===== config.mk =====
export PLATFORM = sky130hd
export DESIGN_NAME = pm_io_sci_top
export DESIGN_NICKNAME = d
export VERILOG_FILES = /design/src/rtl/pm_pkg.sv /design/src/rtl/pm_cfg_regs.sv /design/src/rtl/pm_io_window.sv /design/src/rtl/pm_sci_gen.sv /design/src/rtl/pm_io_sci_top.sv
export SDC_FILE = /design/constraint.sdc
export NUM_CORES = 1
export LEC_CHECK = 0
export BUFFER_PORTS_ARGS = -buffer_cell sky130_fd_sc_hd__buf_4
export CORE_UTILIZATION = 39
export CTS_BUF_LIST = sky130_fd_sc_hd__clkbuf_8 sky130_fd_sc_hd__clkbuf_16
export CTS_CLUSTER_SIZE = 14
export DETAILED_ROUTE_END_ITERATION = 12
export SYNTH_ARGS = -nofsm -noshare
export SYNTH_HDL_FRONTEND = slang
export SYNTH_SLANG_ARGS = --single-unit

===== constraint.sdc =====
create_clock -name clk -period 1.85 [get_ports clk]
set_input_delay 0.2775 -clock clk [delete_from_list [all_inputs] [get_ports clk]]
set_output_delay 0.2775 -clock clk [all_outputs]
set_load 0.01 [all_outputs]

===== src/rtl/pm_pkg.sv =====
package pm_pkg;

    // Configuration dword offsets (byte offsets in configuration space)
    localparam int CFG_OFF_WIN_BASE = 8'h40;
    localparam int CFG_OFF_PM_BASE  = 8'h48;
    localparam int CFG_OFF_WIN_CTL  = 8'h80;

    // Reset contents of the three dwords
    localparam logic [31:0] RST_WIN_BASE = 32'h0000_0000;
    localparam logic [31:0] RST_PM_BASE  = 32'h0000_0001;
    localparam logic [31:0] RST_WIN_CTL  = 32'h0000_0000;

    // Bit of the control dword that opens the window
    localparam int WIN_EN_BIT = 0;

    // PM1 event bit positions that may raise the SCI
    localparam int EVB_TIMER  = 0;
    localparam int EVB_GLOCK  = 5;
    localparam int EVB_PWRBTN = 8;
    localparam int EVB_RTC    = 10;

    typedef struct packed {
        logic        sci;
        logic        arm;
    } pm_irq_t;

    // Mask of PM1 bits that can contribute to the SCI
    function automatic logic [15:0] sci_src_mask();
        logic [15:0] m;
        m = '0;
        m[EVB_TIMER]  = 1'b1;
        m[EVB_GLOCK]  = 1'b1;
        m[EVB_PWRBTN] = 1'b1;
        m[EVB_RTC]    = 1'b1;
        return m;
    endfunction

endpackage


===== src/rtl/pm_cfg_regs.sv =====
module pm_cfg_regs
    import pm_pkg::*;
#(
    parameter int CFG_AW = 8,
    parameter int DW     = 32
) (
    input  logic              clk,
    input  logic              rst,
    input  logic              wr_en,
    input  logic [CFG_AW-1:0] addr,
    input  logic [DW/8-1:0]   be,
    input  logic [DW-1:0]     wdata,
    output logic [DW-1:0]     rdata,
    output logic [DW-1:0]     win_base_q,
    output logic [DW-1:0]     win_ctl_q
);
    localparam int LANES = DW / 8;
    localparam int WA    = CFG_AW - 2;

    logic [WA-1:0] widx;
    logic          sel_base, sel_pmb, sel_ctl;
    logic [DW-1:0] pm_base_q;
    logic          unused_lsb;

    assign widx       = addr[CFG_AW-1:2];
    assign unused_lsb = ^addr[1:0];
    assign sel_base   = (widx == WA'(CFG_OFF_WIN_BASE >> 2));
    assign sel_pmb    = (widx == WA'(CFG_OFF_PM_BASE  >> 2));
    assign sel_ctl    = (widx == WA'(CFG_OFF_WIN_CTL  >> 2));

    for (genvar g = 0; g < LANES; g++) begin : g_lane
        logic [7:0] base_b, pmb_b, ctl_b;
        always_ff @(posedge clk) begin
            if (rst) begin
                base_b <= RST_WIN_BASE[g*8 +: 8];
                pmb_b  <= RST_PM_BASE[g*8 +: 8];
                ctl_b  <= RST_WIN_CTL[g*8 +: 8];
            end else if (wr_en && be[g]) begin
                if (sel_base) base_b <= wdata[g*8 +: 8];
                if (sel_pmb)  pmb_b  <= wdata[g*8 +: 8];
                if (sel_ctl)  ctl_b  <= wdata[g*8 +: 8];
            end
        end
        assign win_base_q[g*8 +: 8] = base_b;
        assign pm_base_q[g*8 +: 8]  = pmb_b;
        assign win_ctl_q[g*8 +: 8]  = ctl_b;
    end

    always_comb begin
        rdata = '0;
        if (sel_base)     rdata = win_base_q;
        else if (sel_pmb) rdata = pm_base_q;
        else if (sel_ctl) rdata = win_ctl_q;
    end

    // PM base dword holds its reset value in the first cycle after reset
    assert_pmbase_reset_R5: assert property (@(posedge clk) disable iff (rst)
        $past(rst) |-> (pm_base_q == DW'(RST_PM_BASE)));

    // a write to an unselected dword leaves the base unchanged
    assert_base_hold_R4: assert property (@(posedge clk) disable iff (rst)
        !(wr_en && sel_base) |=> $stable(win_base_q));

endmodule


===== src/rtl/pm_io_window.sv =====
module pm_io_window #(
    parameter int IO_AW   = 16,
    parameter int WIN_LG2 = 6
) (
    input  logic               en,
    input  logic [IO_AW-1:0]   base_raw,
    input  logic [IO_AW-1:0]   addr,
    output logic               hit,
    output logic [WIN_LG2-1:0] offset
);
    localparam int TAG_W = IO_AW - WIN_LG2;

    logic [TAG_W-1:0] base_tag;
    logic [TAG_W-1:0] addr_tag;
    logic             unused_base_low;

    // Alignment mask: low WIN_LG2 bits of the base are discarded
    assign base_tag        = base_raw[IO_AW-1:WIN_LG2];
    assign unused_base_low = ^base_raw[WIN_LG2-1:0];
    assign addr_tag        = addr[IO_AW-1:WIN_LG2];

    assign hit    = en && (addr_tag == base_tag);
    assign offset = addr[WIN_LG2-1:0];

endmodule


===== src/rtl/pm_sci_gen.sv =====
module pm_sci_gen
    import pm_pkg::*;
#(
    parameter int PM1_W = 16
) (
    input  logic             clk,
    input  logic             rst,
    input  logic [PM1_W-1:0] sts,
    input  logic [PM1_W-1:0] en,
    output pm_irq_t          irq_q
);
    localparam logic [PM1_W-1:0] SRC_MASK = PM1_W'(sci_src_mask());

    pm_irq_t irq_d;

    always_comb begin
        irq_d.sci = |(sts & en & SRC_MASK);
        irq_d.arm = en[EVB_TIMER] & ~sts[EVB_TIMER];
    end

    always_ff @(posedge clk) begin
        if (rst) irq_q <= '0;
        else     irq_q <= irq_d;
    end

    // each qualifying source raises the SCI on the next cycle
    assert_sci_timer_R6: assert property (@(posedge clk) disable iff (rst)
        (sts[EVB_TIMER] && en[EVB_TIMER]) |=> irq_q.sci);
    assert_sci_rtc_R6: assert property (@(posedge clk) disable iff (rst)
        (sts[EVB_RTC] && en[EVB_RTC]) |=> irq_q.sci);

    // with all four sources quiet the SCI drops regardless of other bits
    assert_sci_quiet_R7: assert property (@(posedge clk) disable iff (rst)
        ((sts[EVB_TIMER] & en[EVB_TIMER]) == 1'b0 &&
         (sts[EVB_GLOCK] & en[EVB_GLOCK]) == 1'b0 &&
         (sts[EVB_PWRBTN] & en[EVB_PWRBTN]) == 1'b0 &&
         (sts[EVB_RTC] & en[EVB_RTC]) == 1'b0) |=> !irq_q.sci);

    // a pending timer status blocks arming
    assert_arm_blocked_R8: assert property (@(posedge clk) disable iff (rst)
        sts[EVB_TIMER] |=> !irq_q.arm);
    assert_arm_set_R8: assert property (@(posedge clk) disable iff (rst)
        (en[EVB_TIMER] && !sts[EVB_TIMER]) |=> irq_q.arm);

    // outputs are low right after reset
    assert_reset_quiet_R9: assert property (@(posedge clk) disable iff (rst)
        $past(rst) |-> (!irq_q.sci && !irq_q.arm));

endmodule


===== src/rtl/pm_io_sci_top.sv =====
module pm_io_sci_top
    import pm_pkg::*;
#(
    parameter int CFG_AW  = 8,
    parameter int DW      = 32,
    parameter int IO_AW   = 16,
    parameter int WIN_LG2 = 6,
    parameter int PM1_W   = 16
) (
    input  logic               clk,
    input  logic               rst,
    input  logic               cfg_we,
    input  logic [CFG_AW-1:0]  cfg_addr,
    input  logic [DW/8-1:0]    cfg_be,
    input  logic [DW-1:0]      cfg_wdata,
    output logic [DW-1:0]      cfg_rdata,
    input  logic [IO_AW-1:0]   io_addr,
    output logic               io_hit,
    output logic [WIN_LG2-1:0] io_offset,
    input  logic [PM1_W-1:0]   pm1_sts,
    input  logic [PM1_W-1:0]   pm1_en,
    output logic               sci_level,
    output logic               tmr_arm
);
    logic [DW-1:0] win_base_q;
    logic [DW-1:0] win_ctl_q;
    pm_irq_t       irq;
    logic          unused_cfg;

    assign unused_cfg = ^{win_base_q[DW-1:IO_AW], win_ctl_q[DW-1:1]};

    pm_cfg_regs #(.CFG_AW(CFG_AW), .DW(DW)) u_cfg (
        .clk        (clk),
        .rst        (rst),
        .wr_en      (cfg_we),
        .addr       (cfg_addr),
        .be         (cfg_be),
        .wdata      (cfg_wdata),
        .rdata      (cfg_rdata),
        .win_base_q (win_base_q),
        .win_ctl_q  (win_ctl_q)
    );

    pm_io_window #(.IO_AW(IO_AW), .WIN_LG2(WIN_LG2)) u_win (
        .en       (win_ctl_q[WIN_EN_BIT]),
        .base_raw (win_base_q[IO_AW-1:0]),
        .addr     (io_addr),
        .hit      (io_hit),
        .offset   (io_offset)
    );

    pm_sci_gen #(.PM1_W(PM1_W)) u_sci (
        .clk   (clk),
        .rst   (rst),
        .sts   (pm1_sts),
        .en    (pm1_en),
        .irq_q (irq)
    );

    assign sci_level = irq.sci;
    assign tmr_arm   = irq.arm;

    // window closed in the first cycle after reset
    assert_win_closed_R3: assert property (@(posedge clk) disable iff (rst)
        $past(rst) |-> !io_hit);

    // clearing the enable bit closes the window on the next cycle
    assert_win_disable_R3: assert property (@(posedge clk) disable iff (rst)
        (cfg_we && cfg_be[0] && !cfg_wdata[WIN_EN_BIT] &&
         cfg_addr[CFG_AW-1:2] == (CFG_AW-2)'(CFG_OFF_WIN_CTL >> 2)) |=> !io_hit);

endmodule


==> Word-level counts from Yosys, hierarchy flattened <==
Index checks and enable logic that the tools add are counted.
{ "totals": {"inputBits": 95, "memories": 0, "romBits": 0, "regBits": 98, "ram_bits": 0, "out_inout_bits": 41, "word_cells": 42, "latchBits": 0} }
{ "classes": {"eq_ne": 4, "multipliers": 0, "div": 0, "reduce_logical": 18, "addsub": 0, "mux": 3, "n_lt_le_gt_ge": 0, "shift": 0, "bitwise": 3} }
{ "ops": {"columns": ["operator", "count"], "rows": [
  ["$mux W32", 3],
  ["$reduce_and A2 Y1", 12],
  ["$eq A6 B5 Y1 const B", 2],
  ["$and A11 B11 Y11", 1],
  ["$eq A10 B10 Y1", 1],
  ["$eq A6 B6 Y1 const B", 1],
  ["$logic_and A1 B1 Y1", 5],
  ["$reduce_or A4 Y1", 1],
  ["$and A1 B1 Y1", 1],
  ["$not A1 Y1", 1]
]} }

==> Logic depth before layout (Yosys ltp) <==
Gate-level depths: netlist (run 1).
{ "logic_depth": {"ltp_word": 4, "ltp_mapped": 6, "depth_no_buf": 3} }

==> Cells and area by module <==
From an unflattened synthesis (run 1), not the netlist that was laid out.
{ "unflattened": {"cells_unflattened": 541, "hier_area_um2": 5277.6} }
{ "by_module_without_submodules": {"columns": ["mod", "instances", "seq_area_each_um2", "area_each_um2", "cells_each"], "rows": [
  ["pm_cfg_regs", 1, 1921.8, 5049.8, 515],
  ["pm_io_window", 1, 0.0, 160.2, 20],
  ["pm_sci_gen", 1, 40.0, 67.6, 6]
]} }

==> Worst setup path after synthesis (run 1) <==
No wires, ideal clock.
{ "synth_path": {"path_type": "input port to output port", "from": "input cfg_addr[7]", "to": "output cfg_rdata[0]", "t_required_ps": 1572, "slack_ps": 84, "n_path_buf": 2, "arrival_ps": 1488, "cell_stages": 5, "path_cell_list": "or4b_4 -> buf_6 -> buf_6 -> a211o_1 -> a2bb2oi_2"} }
{ "synth_between": {"elab_chain_cells": 4, "word_cells_on_any_way": 6, "cone_classes": "3 x eq/ne; 3 x mux"} }
{ "synth_lines": {"columns": ["item", "line", "text"], "rows": [
  ["start: declaration", "pm_io_sci_top.sv:13", "input logic [CFG_AW-1:0] cfg_addr,"],
  ["$eq A6 B6 Y1", "pm_cfg_regs.sv:29", "assign sel_ctl = (widx == WA'(CFG_OFF_WIN_CTL >> 2));"],
  ["$mux W32", "pm_cfg_regs.sv:53", "else if (sel_ctl) rdata = win_ctl_q;"],
  ["$mux W32", "pm_cfg_regs.sv:52", "else if (sel_pmb) rdata = pm_base_q;"],
  ["$mux W32 (*)", "pm_cfg_regs.sv:51", "if (sel_base) rdata = win_base_q;"],
  ["end: declaration", "pm_io_sci_top.sv:16", "output logic [DW-1:0] cfg_rdata,"]
]} }
Mark *: on every way between the ends. The rest lies on a longest branch, timed or not.

==> Worst setup path in the final report (run 1) <==
{ "layout_path": {"from": "input cfg_addr[5]", "to": "output cfg_rdata[23]"} }
Same word-level chain as after synthesis.

==> results of run 1 <==
==> area by class of cell <==
type | count | area share [%]
sequential | 98 | 28.39
multi-input combinational | 358 | 44.36
timing repair buffer | 146 | 17.96
inverter | 32 | 1.738
tap | 176 | 3.187
clock buffer | 9 | 3.259
clock inverter | 6 | 1.104
==> power breakdown <==
part	total (mW)	internal, mW	switching (mW)
Combinational	0.438	0.231	0.207
Sequential	2.12	2.12	0.00383
Clock	1.93	1.16	0.770
Total	4.49	3.51	0.981
==> path summary, 6_finish.rpt <==
kind | startpoint | to | depth (start not counted)
max | cfg_addr[5] | cfg_rdata[23] | 6
min | pm1_sts[0] | u_sci.irq_q[0] | 2
max reg2reg | u_cfg.g_lane[1].base_b[7] | u_cfg.g_lane[1].base_b[7] | 2
min reg2reg | u_cfg.g_lane[3].pmb_b[0] | u_cfg.g_lane[3].pmb_b[0] | 2
==> critical path, delay by kind of cell <==
kind	cells	cell delay [ns]
compound gates	2	0.39
buf+inv	3	0.42
simple gates	1	0.64
==> stage by stage <==
step                hold slack, ns  power, mW  utilization (%)  std cells  worst slack, ns
finish                     0.09479      4.488            51.98        825          -0.1677
global route               0.08226      4.664            51.98        825          -0.1942
CTS                        0.07885      4.547            51.53        822          -0.1904
detailed placement          0.4547      2.587            48.48        804          -0.2243
global placement            0.4504      2.581            48.48        804          -0.2216
floorplan                   0.3536      2.391                -        535          0.08435
==> state kept, by name, indices dropped and copies added, names as in the netlist <==
register	count
u_sci.irq_q	2
u_cfg.g_lane.ctl_b	32
u_cfg.g_lane.pmb_b	32
u_cfg.g_lane.base_b	32
==> timing repair <==
| action | in CTS | in global routing |
|---|---|---|
| pin swaps | 51 | 27 |
| endpoints found under the hold margin | 0 | 0 |
| setup buffers | 1 | 2 |
| resized for setup | 14 | 4 |
| setup endpoints to repair | 32 | 32 |
| gates cloned | 2 | 1 |
==> cell usage in the layout, fill, tap and decap left out, drive strengths merged <==
| cell type | synthesis | routed |
|---|---|---|
| buf | 24 | 145 |
| nand2b | 127 | 127 |
| dfxtp | 98 | 98 |
| mux2i | 96 | 96 |
| inv | 32 | 35 |
| nand3 | 33 | 33 |
| a2bb2oi | 32 | 32 |
| a211o | 32 | 32 |
| xnor2 | 10 | 10 |
| clkbuf | 24 | 10 |
| nand4 | 10 | 10 |
| and4 | 4 | 4 |
| nor2 | 3 | 3 |
| nor4b | 2 | 2 |
| or4b | 1 | 2 |
| a22oi | 2 | 2 |
| bufinv | 0 | 2 |
| nand2 | 1 | 1 |
| nor3 | 1 | 1 |
| nor2b | 1 | 1 |
| nor3b | 1 | 1 |
| a21oi | 1 | 1 |
| clkinv | 0 | 1 |
==> layer usage <==
layer	GRT usage (%)	up-vias
li1	-	2069
met1	25.92	1996
met2	31.98	94
met3	3.448	17
met4	8.070	0
met5	0	-
==> logic make-up (layout without fill, tap and decap cells) <==
family,Yosys count,after routing
flops,98,98
simple gates,184,185
buf+inv,80,193
xor+xnor,10,10
compound gates,67,67
mux,96,96
==> results.md, run 1 <==
* Status: complete, but fails checks
* Failing checks: setup timing
* Setup violations, final at 32
* Layout area overhead at 29.01%
* Crit. End Element: primary output
* Crit-path max cell delay at 0.64 ns
* Post-synth EDFFs at 0
* Leakage at 3.049 nW
* Die Width at 119.2 um
* Pwr/cell area at 649.5 mW/mm^2
* CP max FO at 6
* Clk root buf: clkbuf_16
* Area leader, netlist: dfxtp_1
* Slew @ Worst Pin at 0.4359 ns
* DR WL/cell at 16.33 um
* Primary FF master, synth: dfxtp_1
* DP Area at 0.006446 mm^2
* Peak VDD IR at 0.4061 mV
* Post-synthesis cell count at 535
* I/O Pins at 136
* Mux cell area share after synthesis at 17.94%
* Max Clock Freq at 495.6 MHz
* Fraction of layout cells with a size suffix above 1 at 31.74%
* Die height at 119.2 um
* First-pass GRT wire length at 21800 um
* Number of synthesized register bits at 98
* Pin count of the biggest net entering global routing at 132
* Final TNS setup at -3.246 ns
* Yosys top cell area share at 36.63%
* Antenna cell count at 0
* TritonCTS clock tree: built
* Port bufs at 97
* Simple-gate area share of the yosys netlist at 22.17%
* Final-stage net count at 740
* Worst Path Arrival at 1.74 ns
* Avg Cell Area, Syn at 10.01 um^2
* Sequential area share after synthesis at 36.63%
* CP required at 1.57 ns
* Final HPWL DP at 9168 um
* Gr ovfl total at 0
* Storage cell area at 0.001962 mm^2
* R2R setup slack at 1.17 ns
* Max_cap viols at 0
* Fillcell total at 1242
* XOR/XNOR Fraction of Synth Area at 1.635%
* Slew Viols, Final at 0
* Vias in the first global route at 4297
* ANT nets after route at 0
* Syn. warnings at 0
* Vias/cell at 5.062
* Complex-gate fraction of the synthesized area at 14.39%
* Worst-case clock buffer depth at 2
* Htree depth at 3
* Core ar. at 0.01330 mm^2
* Starting density of the core at 40.29%
* Met2 wire len at 6292 um
* Tcrit/Tclk final at 109.1%
* Max_slew headroom at 70.94%
* Drt first pass iters at 6
* Syn Nets at 630
* Final instance area at 0.006910 mm^2
* WL final at 13470 um
* Top cells by area, synth: dfxtp_1 37%, mux2i_1 18%, nand2b_1 15%, a2bb2oi_2 8.4%, a211o_1 4.9%
* Synth async-reset ratio at 0%
* Max layer used: met4
* Vias post-DR at 4176
* Library cells used by synthesis at 28
* CTS Hold Bufs at 0
* Mapped Area at 0.005356 mm^2
* Cts bufs inserted at 9
* Final Hold Viols at 0
* Path type of the worst setup path: in -> out
* Critical path startpoint category: input port
* Row Count at 42
* 1st-iter DRT viols at 211
* RSZ-0062 raised after global routing: yes
* Critical Path, Cell by Cell: buf_8, or4b_4, buf_12, a211o_1, a2bb2oi_2, buf_4
* Worst Clk Skew at 0 ns
* Min setup slack post-route at -0.1677 ns
* DR WL met3 at 521 um
* # DRC at 0
* CP max-delay cell: or4b_4
* Clock Latency Late Sink at 0.34 ns
* Commonest cells post-synth: 127 x nand2b_1, 98 x dfxtp_1, 96 x mux2i_1
* Most common cell in the netlist: nand2b_1
* Min-Delay Path Class: in -> reg
* Main combinational cell family by area after synthesis: simple AND/OR/NAND/NOR gates
* Clk pin slew, worst setup/hold paths at 0.06 ns
* Initial antenna violation count at 0
* Synthesized-area fraction occupied by adder cells at 0%
* Fin crit period at 2.018 ns
* Metal-1 WL at 6419 um
* TritonCTS Sinks at 98
* Total global-route track usage at 19.77%
* Die ar. at 0.01421 mm^2
* Gpl congestion at 0.7368
* Multi-input logic area at 0.003065 mm^2
Note: power is estimated with default switching activity, not from simulation.
==> run 2: changes to the inputs <==
CTS_CLUSTER_DIAMETER = 60   (was unset)
SYNTH_HIERARCHICAL = 1   (was unset)
==> run 2 against run 1 <==
The flow still finishes with violations (setup timing); clock skew stayed put; clock power is 10% higher; cell area is 1.3% higher.
==> results.md, run 2 <==
* Starting density of the core at 39.85% (was 40.29%)
* Final-stage net count at 729 (was 740)
* Row Count at 42 (unchanged)
* Slew @ Worst Pin at 0.4518 ns (was 0.4359 ns)
* Clk root buf: clkbuf_16 (unchanged)
* Final core occ at 52.87% (was 51.98%)
* Die ar. at 0.01400 mm^2 (was 0.01421 mm^2)
* Fillcell total at 1250 (was 1242)
* WL final at 14590 um (was 13470 um)
* Top cells by area, synth: dfxtp_1 37%, mux2i_1 18%, nand2b_1 15%, nor4b_1 5.3%, o22a_1 5.3% (was dfxtp_1 37%, mux2i_1 18%, nand2b_1 15%, a2bb2oi_2 8.4%, a211o_1 4.9%)
* Die Width at 118.3 um (was 119.2 um)
* Non-Filler Instances at 815 (was 825)
* I/O Pins at 136 (unchanged)
* Primary FF master, synth: dfxtp_1 (unchanged)
* Slew Viols, Final at 0 (unchanged)
* Sequential Power Share at 44.6% (was 47.2%)
* Mapped Area at 0.005278 mm^2 (was 0.005356 mm^2)
* Leakage at 2.978 nW (was 3.049 nW)
* Most common cell after layout, fill and taps aside: nand2b_1 (was buf_4)
* Multi-input logic area at 0.003357 mm^2 (was 0.003065 mm^2)
* Vias in the first global route at 4554 (was 4297)
* Drt first pass iters at 4 (was 6)
* TritonCTS Sinks at 98 (unchanged)
* Number of synthesized register bits at 98 (unchanged)
* Clk pin slew, worst setup/hold paths at 0.07 ns (was 0.06 ns)
* Gpl congestion at 0.8019 (was 0.7368)
* Antenna cell count at 0 (unchanged)
* Port bufs at 97 (unchanged)
* Final instance area at 0.007002 mm^2 (was 0.006910 mm^2)
* Setup violations, final at 24 (was 32)
* Critical path startpoint category: input port (unchanged)
* Pwr/cell area at 678.2 mW/mm^2 (was 649.5 mW/mm^2)
* Max_slew headroom at 69.88% (was 70.94%)
* Final TNS setup at -0.7659 ns (was -3.246 ns)
* Library cells used by synthesis at 26 (was 28)
* Fin crit period at 1.912 ns (was 2.018 ns)
* Syn Nets at 636 (was 630)
* Sw Pwr at 1.081 mW (was 0.9805 mW)
* Sw Share at 22.76% (was 21.85%)
* Total global-route track usage at 21.73% (was 19.77%)
* Avg Cell Area, Syn at 9.755 um^2 (was 10.01 um^2)
* TritonCTS clock tree: built (unchanged)
* Max_cap viols at 0 (unchanged)
* Yosys top cell area share at 37.17% (was 36.63%)
* Max Clock Freq at 522.9 MHz (was 495.6 MHz)
* CTS Hold Bufs at 0 (unchanged)
* # DRC at 0 (unchanged)
* Fraction of layout cells with a size suffix above 1 at 32.86% (was 31.74%)
* DP Area at 0.006336 mm^2 (was 0.006446 mm^2)
* CP required at 1.57 ns (about the same)
* RSZ-0062 raised after global routing: yes (unchanged)
* ANT nets after route at 0 (unchanged)
* Clock Latency Late Sink at 0.35 ns (was 0.34 ns)
* Min-Delay Path Class: in -> reg (unchanged)
* Largest regs: u_cfg/g_lane.base_b: 32 flops, u_cfg/g_lane.ctl_b: 32 flops, u_cfg/g_lane.pmb_b: 32 flops (was u_cfg.g_lane.base_b: 32 flops, u_cfg.g_lane.ctl_b: 32 flops, u_cfg.g_lane.pmb_b: 32 flops)
* Initial antenna violation count at 0 (unchanged)
* CP max FO at 24 (was 6)
* Clock share of power at 44.8% (was 43.0%)
* Cts bufs inserted at 9 (unchanged)
* Tcrit/Tclk final at 103.4% (was 109.1%)
* Final Hold Viols at 0 (unchanged)
* Synth async-reset ratio at 0% (unchanged)
* Syn. warnings at 6 (was 0)
* Vias/cell at 5.236 (was 5.062)
* Final HPWL DP at 9535 um (was 9168 um)
* Gr ovfl total at 0 (unchanged)
* Combinational share of power at 10.6% (was 9.8%)
* Overall Power at 4.749 mW (was 4.488 mW)
* Most common cell in the netlist: nand2b_1 (unchanged)
* Dpl cells at 799 (was 804)
* Peak VDD IR at 0.4693 mV (was 0.4061 mV)
* Layout area overhead at 32.67% (was 29.01%)
* Worst Path Arrival at 1.63 ns (was 1.74 ns)
* Pin count of the biggest net entering global routing at 55 (was 132)
* Area leader, netlist: dfxtp_1 (unchanged)
* Vias post-DR at 4267 (was 4176)
* Failing checks: setup timing (unchanged)
* Int Pwr at 3.668 mW (was 3.508 mW)
* DR WL/cell at 17.90 um (was 16.33 um)
* Htree depth at 3 (unchanged)
* Status: complete, but fails checks (unchanged)
* Die height at 118.3 um (was 119.2 um)
* First-pass GRT wire length at 23800 um (was 21800 um)
* Pre-CTS setup slack at -0.1478 ns (was -0.2243 ns)
* Worst-case clock buffer depth at 2 (unchanged)
* Min setup slack post-route at -0.06235 ns (was -0.1677 ns)
* Min Hold Slack at 0.08862 ns (was 0.09479 ns)
* Crit. End Element: primary output (unchanged)
* Path type of the worst setup path: in -> out (unchanged)
* 1st-iter DRT viols at 272 (was 211)
* Core ar. at 0.01324 mm^2 (was 0.01330 mm^2)
* Post-synthesis cell count at 541 (was 535)
* Worst Clk Skew at 0 ns (unchanged)
* Commonest cells after routing, fill and taps aside: 127 x nand2b_1, 121 x buf_4, 98 x dfxtp_1 (was 130 x buf_4, 127 x nand2b_1, 98 x dfxtp_1)
* Storage cell area at 0.001962 mm^2 (unchanged)
* Commonest cells post-synth: 127 x nand2b_1, 98 x dfxtp_1, 96 x mux2i_1 (unchanged)
* Post-synth EDFFs at 0 (unchanged)
* Sequential area share after synthesis at 37.17% (was 36.63%)
run 2: final timing paths:
check	from	end	slack [ns]	cells past startpoint
max	cfg_addr[7]	cfg_rdata[30]	-0.06	6
min reg2reg	u_cfg/g_lane[1].ctl_b[7]	u_cfg/g_lane[1].ctl_b[7]	0.47	2
max reg2reg	u_cfg/g_lane[0].ctl_b[0]	u_cfg/g_lane[0].ctl_b[0]	1.18	2
min	pm1_sts[0]	u_sci/irq_q[0]	0.09	2
run 2: logic make-up (layout without fill, tap and decap cells):
logic type                count (synthesis)  in the layout  share of synthesized area [%]
AOI/OAI and AO/OA                        35             35                          5.690
DFF                                      98             98                          37.17
xor gates and xnor gates                 10             10                          1.659
muxes                                    96             96                          18.21
and+or+nand+nor                         250            250                          32.20
buffers and inverters                    52            150                          5.073
run 2: layout make-up:
class                   count  share of cell area [%]
multi-input cells         391                   47.94
flip-flops and latches     98                   28.02
repair buffers            134                   16.12
clock buffers               9                   3.217
well taps                 176                   3.145
clock inverters             7                   1.555
run 2: metal layers:
layer / share of wire [%] / GRT usage, % / up-vias
li1: - / - / 2078
met1: 44 / 27.06 / 2064
met2: 50 / 37.24 / 102
met3: 3.8 / 5.019 / 23
met4: 2.3 / 6.170 / 0
met5: 0 / 0 / -
run 2: worst max-delay path: stages:
cell and delay (ns):
buf_6 0.10, or4b_4 0.56, buf_12 0.20, nor3_2 0.17, o22a_1 0.19, buf_4 0.13
run 2: repair_timing:
item	in CTS	in global routing
pin swaps	5	5
hold endpoints to repair	0	0
buffers inserted	0	0
gates resized for setup	22	37
endpoints found under the setup margin	32	33
run 2: power groups by stage:
stage | logic (mW) | clock network [mW] | registers, mW
3_3_place_gp | 0.461 | 0 | 2.17
4_1_cts | 0.481 | 2.18 | 2.12
6_report | 0.503 | 2.13 | 2.12
2_1_floorplan | 0.243 | 0 | 2.17
3_5_place_dp | 0.466 | 0 | 2.17
5_1_grt | 0.539 | 2.26 | 2.12
